===== config.mk =====
export PLATFORM = sky130hd
export DESIGN_NAME = mmio_window_decoder
export DESIGN_NICKNAME = d
export VERILOG_FILES = /design/src/rtl/mmiodec_pkg.sv /design/src/rtl/mmio_win_enable_reg.sv /design/src/rtl/mmio_win_match.sv /design/src/rtl/mmio_win_out_reg.sv /design/src/rtl/mmio_window_decoder.sv
export SDC_FILE = /design/constraint.sdc
export NUM_CORES = 1
export LEC_CHECK = 0
export ABC_AREA = 1
export BUFFER_PORTS_ARGS = -buffer_cell sky130_fd_sc_hd__buf_2
export CAP_MARGIN = 20
export CORE_MARGIN = 8
export CORE_UTILIZATION = 40
export CTS_CLUSTER_SIZE = 14
export DETAILED_ROUTE_END_ITERATION = 7
export PLACE_DENSITY = 0.81
export SLEW_MARGIN = 15
export SYNTH_ARGS = -nofsm -noshare
export SYNTH_HDL_FRONTEND = slang
export SYNTH_SLANG_ARGS = --single-unit
export TNS_END_PERCENT = 50

===== constraint.sdc =====
create_clock -name clk -period 1.7 [get_ports clk]
set_input_delay 0.17 -clock clk [delete_from_list [all_inputs] [get_ports clk]]
set_output_delay 0.17 -clock clk [all_outputs]
set_load 0.02 [all_outputs]

===== src/rtl/mmiodec_pkg.sv =====
package mmiodec_pkg;

    localparam int ADDR_W     = 32;
    localparam int WIN_SHIFT  = 23;
    localparam int IDX_W      = 5;
    localparam int NUM_WIN    = 1 << IDX_W;
    localparam int PFX_W      = ADDR_W - WIN_SHIFT - IDX_W;
    localparam int CFG_AW     = 12;
    localparam logic [CFG_AW-1:0] ENABLE_OFS = 12'h060;

    typedef logic [ADDR_W-1:0]  addr_t;
    typedef logic [IDX_W-1:0]   idx_t;
    typedef logic [NUM_WIN-1:0] mask_t;
    typedef logic [CFG_AW-1:0]  cfg_addr_t;

    typedef struct packed {
        logic  valid;
        logic  hit;
        idx_t  idx;
        addr_t addr;
    } dec_res_t;

    function automatic idx_t win_index(input addr_t a);
        return a[WIN_SHIFT +: IDX_W];
    endfunction

    function automatic logic in_aperture(input addr_t a);
        return &a[ADDR_W-1 -: PFX_W];
    endfunction

    function automatic logic [ADDR_W-WIN_SHIFT-1:0] win_tag(input idx_t i);
        return {{PFX_W{1'b1}}, i};
    endfunction

endpackage


===== src/rtl/mmio_win_enable_reg.sv =====
module mmio_win_enable_reg
    import mmiodec_pkg::*;
(
    input  logic      clk,
    input  logic      rst,
    input  logic      we,
    input  cfg_addr_t addr,
    input  mask_t     wdata,
    output mask_t     mask_q
);

    logic sel;

    always_comb begin
        sel = we && (addr == ENABLE_OFS);
    end

    always_ff @(posedge clk) begin
        if (rst) begin
            mask_q <= '0;
        end else if (sel) begin
            mask_q <= wdata;
        end
    end

endmodule


===== src/rtl/mmio_win_match.sv =====
module mmio_win_match
    import mmiodec_pkg::*;
(
    input  logic     valid,
    input  addr_t    addr,
    input  mask_t    mask,
    output dec_res_t res
);

    localparam int TAG_W = ADDR_W - WIN_SHIFT;

    logic [NUM_WIN-1:0] lane_hit;
    logic [TAG_W-1:0]   tag;

    always_comb begin
        tag = addr[ADDR_W-1:WIN_SHIFT];
    end

    for (genvar k = 0; k < NUM_WIN; k++) begin : g_lane
        always_comb begin
            lane_hit[k] = mask[k] && (tag == win_tag(idx_t'(k)));
        end
    end

    logic any_hit;

    always_comb begin
        any_hit = valid && in_aperture(addr) && (|lane_hit);
    end

    always_comb begin
        res       = '0;
        res.valid = valid;
        res.hit   = any_hit;
        res.idx   = valid ? win_index(addr) : '0;
        res.addr  = any_hit ? addr : '0;
    end

endmodule


===== src/rtl/mmio_win_out_reg.sv =====
module mmio_win_out_reg
    import mmiodec_pkg::*;
(
    input  logic     clk,
    input  logic     rst,
    input  dec_res_t d,
    output dec_res_t q
);

    always_ff @(posedge clk) begin
        if (rst) begin
            q <= '0;
        end else begin
            q <= d;
        end
    end

endmodule


===== src/rtl/mmio_window_decoder.sv =====
module mmio_window_decoder
    import mmiodec_pkg::*;
(
    input  logic        clk,
    input  logic        rst,
    input  logic        cfg_we,
    input  logic [11:0] cfg_addr,
    input  logic [31:0] cfg_wdata,
    input  logic        req_valid,
    input  logic [31:0] req_addr,
    output logic        out_valid,
    output logic        out_hit,
    output logic [4:0]  out_win,
    output logic [31:0] out_addr
);

    mask_t    en_mask;
    dec_res_t dec_d;
    dec_res_t dec_q;

    mmio_win_enable_reg u_en (
        .clk    (clk),
        .rst    (rst),
        .we     (cfg_we),
        .addr   (cfg_addr),
        .wdata  (cfg_wdata),
        .mask_q (en_mask)
    );

    mmio_win_match u_match (
        .valid (req_valid),
        .addr  (req_addr),
        .mask  (en_mask),
        .res   (dec_d)
    );

    mmio_win_out_reg u_out (
        .clk (clk),
        .rst (rst),
        .d   (dec_d),
        .q   (dec_q)
    );

    always_comb begin
        out_valid = dec_q.valid;
        out_hit   = dec_q.hit;
        out_win   = dec_q.idx;
        out_addr  = dec_q.addr;
    end

endmodule


# == Word-level counts from Yosys, hierarchy flattened ==
# Index checks and enable logic that the tools add are counted.
# classes
n_eq_ne,33
n_bitwise,2
reduce_logical,39
# ops
op,n
9-bit == test (second input constant),32
1-bit logical AND,35
32-bit OR reduction,1
12-bit by 7-bit == test with 1-bit output (second input constant),1
4-bit AND reduction,1
2-bit OR reduction,2
1-bit NOT,2
# word_totals
reg_bits,71
inputBits,80
wordCells,79

# == Logic depth before layout (Yosys ltp) ==
# logic_depth
depth_word,6
depth_mapped,13

# == By module ==
# Synthesis repeated with hierarchy kept, for this count alone.
# unflattened
cells_unflattened,518
area_unflattened_um2,3418.3
# modules_own_cells
module,n_inst,cells_each,area_per_inst_um2,seq_area_each_um2
mmio_win_enable_reg,1,229,1507.7,640.6
mmio_win_out_reg,1,121,1106.1,780.7
mmio_win_match,1,168,804.5,0.0

# == Least setup slack after synthesis ==
# Ideal clock, no wire load.
# synth_path
path_type,input-to-reg
from,input req_addr[23]
to,register u_out.q[10] (netlist bit)
setup_ps,62
arrival_time_ps,1235
t_required_ps,1638
slack_ps,403
stages,12
path_cell_list,nor2_1 nand3_1 nand2_1 inv_1 nand2_1 nor2_1 nand2_1 nand2_1 nand2_1 nand2_2 buf_6 nor2_2
# synth_via
elab_chain_cells,6
elab_cells_between_ends,68
cone_classes,32 x eq/ne; 1 x bitwise; 35 x reduce/logical
# synth_rtl
element,line,text
start: declaration,mmio_window_decoder.sv:10,"input logic [31:0] req_addr,"
9-bit == test,mmio_win_match.sv:21,lane_hit[k] = mask[k] && (tag == win_tag(idx_t'(k)));
1-bit logical AND,mmio_win_match.sv:21,
32-bit OR reduction (*),mmio_win_match.sv:28,any_hit = valid && in_aperture(addr) && (|lane_hit);
1-bit logical AND (*),mmio_win_match.sv:28,
1-bit NOT (no source line) (*),--,
2-bit OR reduction (no source line) (*),--,
end signal: assignment,mmio_win_out_reg.sv:12,q <= '0;
end signal: assignment,mmio_win_out_reg.sv:14,q <= d;
end: declaration,mmio_win_out_reg.sv:7,output dec_res_t q
# Every way passes the cells marked *; elsewhere a longest branch is shown, timed or not.
# A chain may end at the register's enable or synchronous reset.

# == Final worst setup path ==
# layout_path
from,input req_addr[23]
to,register u_out.q[2] (netlist bit)
# The elaborated chain is that of the path after synthesis.

==> impl_metrics.py <==
metrics = {
    "run_status": {
        "status": "finished clean",
    },
    "logic_synthesis": {
        "yosys.area_share.simple_pct": 20.9,
        "seq_area_frac_synth_pct": 53.2,
        "syn-num-nets": 424,
        "synth_adder_area_share_pct": 0,
        "ys_warn_count": 0,
        "synth_seq_cells": 71,
        "synth_largest_area_cell": "dfxtp_1",
        "yosys.area_share.xor_xnor_pct": 0,
        "synth_cell_types": 14,
        "synth-compound-area-share_pct": 12.2,
        "syn_avg_cell_area_um2": 7.77,
        "syn_inst": 344,
        "yosysTopAreaCellShare_pct": 53.2,
        "synthTopCellsByArea": "dfxtp_1 (53%), inv_1 (11%), nor2_2 (6.8%)",
        "muxShareOfSynthArea_pct": 0,
        "synth_top_family_by_area": "simple AND/OR/NAND/NOR gates",
        "netlist_area_um2": 2670,
    },
    "sta": {
        "fin_crit_sh_pct": 79.5,
        "finalMaxSlewViolations": 0,
        "hold_violations": 0,
        "worstMarginPinSlew_ns": 0.535,
        "fin_hold_ws_ns": 0.0499,
        "fin_ws_ns": 0.349,
        "min_period_ns": 1.35,
        "fin_skew_ns": 0.00912,
        "clock.fmax_mhz": 740,
        "setup-violations-final": 0,
        "slew_headroom_pct": 64.2,
        "setup_tns_ns": 0,
        "rsz0062_at_grt": "false",
    },
    "grt": {
        "grt_antenna_before_repair": 0,
        "track_usage_pct": 14.1,
        "grt_start_max_net_pins": 65,
        "grt_pass1_wl_um": 10900,
        "grt-ovfl-total": 0,
        "grt_pass1_vias": 2522,
    },
    "clocking": {
        "cts.sinks": 71,
        "cts_max_path_buffers": 2,
        "cts_setup_buffers": 0,
        "cts_resized": 0,
        "path_clk_slew_ns": 0.07,
        "root_buffer": "clkbuf_8",
        "clock_latency_ns": 0.33,
        "htreeDepth": 3,
        "postCtsHoldBufs": 0,
        "numCtsBuffers": 9,
        "tritoncts": "built",
    },
    "min_path": {
        "min_path_type": "input port to flip-flop",
        "holdPathEnd": "u_out.q[12]",
        "min_path_cells": 3,
        "hold_start": "req_addr[12]",
    },
    "placement": {
        "placed_area_um2": 3350,
        "io_buffers": 118,
        "dp.cells": 533,
        "dp_slack_ns": 0.0142,
        "gp_congestion": 0.852,
        "dp_hpwl_um": 5240,
    },
    "critical_path": {
        "startpoint_type": "input port",
        "r2r_start": "u_en.mask_q[17]",
        "cp-end-kind": "flip-flop",
        "cp_max_fo": 33,
        "worstPathArrival_ns": 1.62,
        "crit_type": "input port to flip-flop",
        "worstReg2RegEnd": "u_out.q[0]",
        "reg2reg_depth": 9,
        "crit_required_ns": 1.97,
        "r2r_slack_ns": 0.38,
    },
    "final_layout": {
        "fillCellCount": 618,
        "final_area_um2": 3600,
        "final_util_pct": 54.3,
        "areaGrowthSynthToFinish_pct": 34.8,
        "finalNonFillerCells": 549,
        "fin_nets": 544,
        "drive_above_1_share_pct": 35.8,
        "antenna_cells": 0,
    },
    "floorplan": {
        "coreArea_um2": 6640,
        "num_io_pins": 119,
        "die-height_um": 97.8,
        "row_count": 30,
        "dieArea_um2": 9560,
        "dieWidth_um": 97.8,
        "start_util_pct": 40.2,
    },
    "routing": {
        "viasPerCell": 4.46,
        "drt_first_pass_iters": 4,
        "m1WireLength_um": 2850,
        "wl_um": 6630,
        "drc": 0,
        "ant_nets": 0,
        "vias": 2451,
        "drt_iter0_drc": 106,
        "met3WireLength_um": 723,
        "dr.max_layer_used": "met4",
        "dr_wl_met2_um": 2930,
        "wl_per_cell_um": 12.1,
    },
    "run": {
        "maxCapViolCount": 0,
    },
    "power_and_ir_drop": {
        "power_density_nw_per_um2": 971,
        "p_leak_nw": 1.89,
        "peakVddDrop_uv": 343,
        "finalPower_mw": 3.50,
    },
}
## layout by cell type, fill, tap and decap left out, drive strengths merged
cell / netlist / routed
buf: 3 / 121
inv: 80 / 80
dfxtp: 71 / 71
nand4: 2 / 2
nand2: 31 / 31
clkbuf: 9 / 11
a21oi: 32 / 32
nor3: 2 / 2
bufinv: 0 / 3
nor2: 49 / 49
nand3: 31 / 31
nor4: 1 / 1
clkinv: 0 / 2
o21ai: 33 / 33
## worst max-delay path, stage by stage
cell     delay (ns)
buf_2          0.12
nor2_1         0.43
nand3_1        0.14
nand2_1        0.11
inv_1          0.04
nand2_1        0.06
nor2_1         0.04
nand2_1        0.05
nand2_1        0.04
nand2_1        0.06
nand2_2        0.06
buf_12         0.18
nor2_1         0.10
## logic make-up after synthesis
logic type	count (synthesis)
AO/OA/AOI/OAI	65
buffers and inverters	92
AND/OR/NAND/NOR	116
flip-flops	71
## layer usage
layer,track usage (%),up-vias
li1,-,1288
met1,14.5,1042
met2,22.6,111
met3,7.47,10
met4,7.79,0
met5,0,-
## cells in the mapped netlist
| master | number |
|---|---|
| nand2_2 | 1 |
| dfxtp_1 | 71 |
| nand2_1 | 30 |
| clkbuf_1 | 9 |
| nand4_1 | 2 |
| o21ai_0 | 33 |
| inv_1 | 80 |
| nor2_2 | 29 |
| a21oi_1 | 32 |
| buf_6 | 3 |
| nor2_1 | 20 |
| nand3_1 | 31 |
| nor3_1 | 2 |
| nor4_1 | 1 |
## worst max path at each step
stage	from	endpoint	slack, ns	cells past startpoint
global route	u_en.mask_q[17]	u_out.q[0]	0.22	9
finish	req_addr[23]	u_out.q[2]	0.35	13
global placement	req_addr[25]	u_out.q[13]	0.08	13
CTS	u_en.mask_q[19]	u_out.q[0]	0.36	9
floorplan	req_addr[23]	u_out.q[10]	0.40	12
detailed placement	req_addr[23]	u_out.q[0]	0.01	13
## state kept, by name (all words and copies together), names as in the netlist
signal       cells
u_out.q         39
u_en.mask_q     32
## where the power goes
part / leakage (nW) / switching (mW) / internal [mW] / total, mW
clock network: 0.130 / 0.579 / 1.05 / 1.63
registers: 0.573 / 0.00136 / 1.67 / 1.67
logic: 1.18 / 0.108 / 0.0887 / 0.196
## final cells by class
| class | instances | area, um^2 | share of cell area, % |
|---|---|---|---|
| repair buffers | 121 | 638 | 17.7 |
| well taps | 80 | 100 | 2.78 |
| flip-flops and latches | 71 | 1420 | 39.4 |
| multi-input cells | 181 | 890 | 24.7 |
| inverters | 80 | 300 | 8.33 |
| clock buffers | 11 | 151 | 4.20 |
| clock inverters | 5 | 104 | 2.88 |
Power figures use the tool's default switching activity.
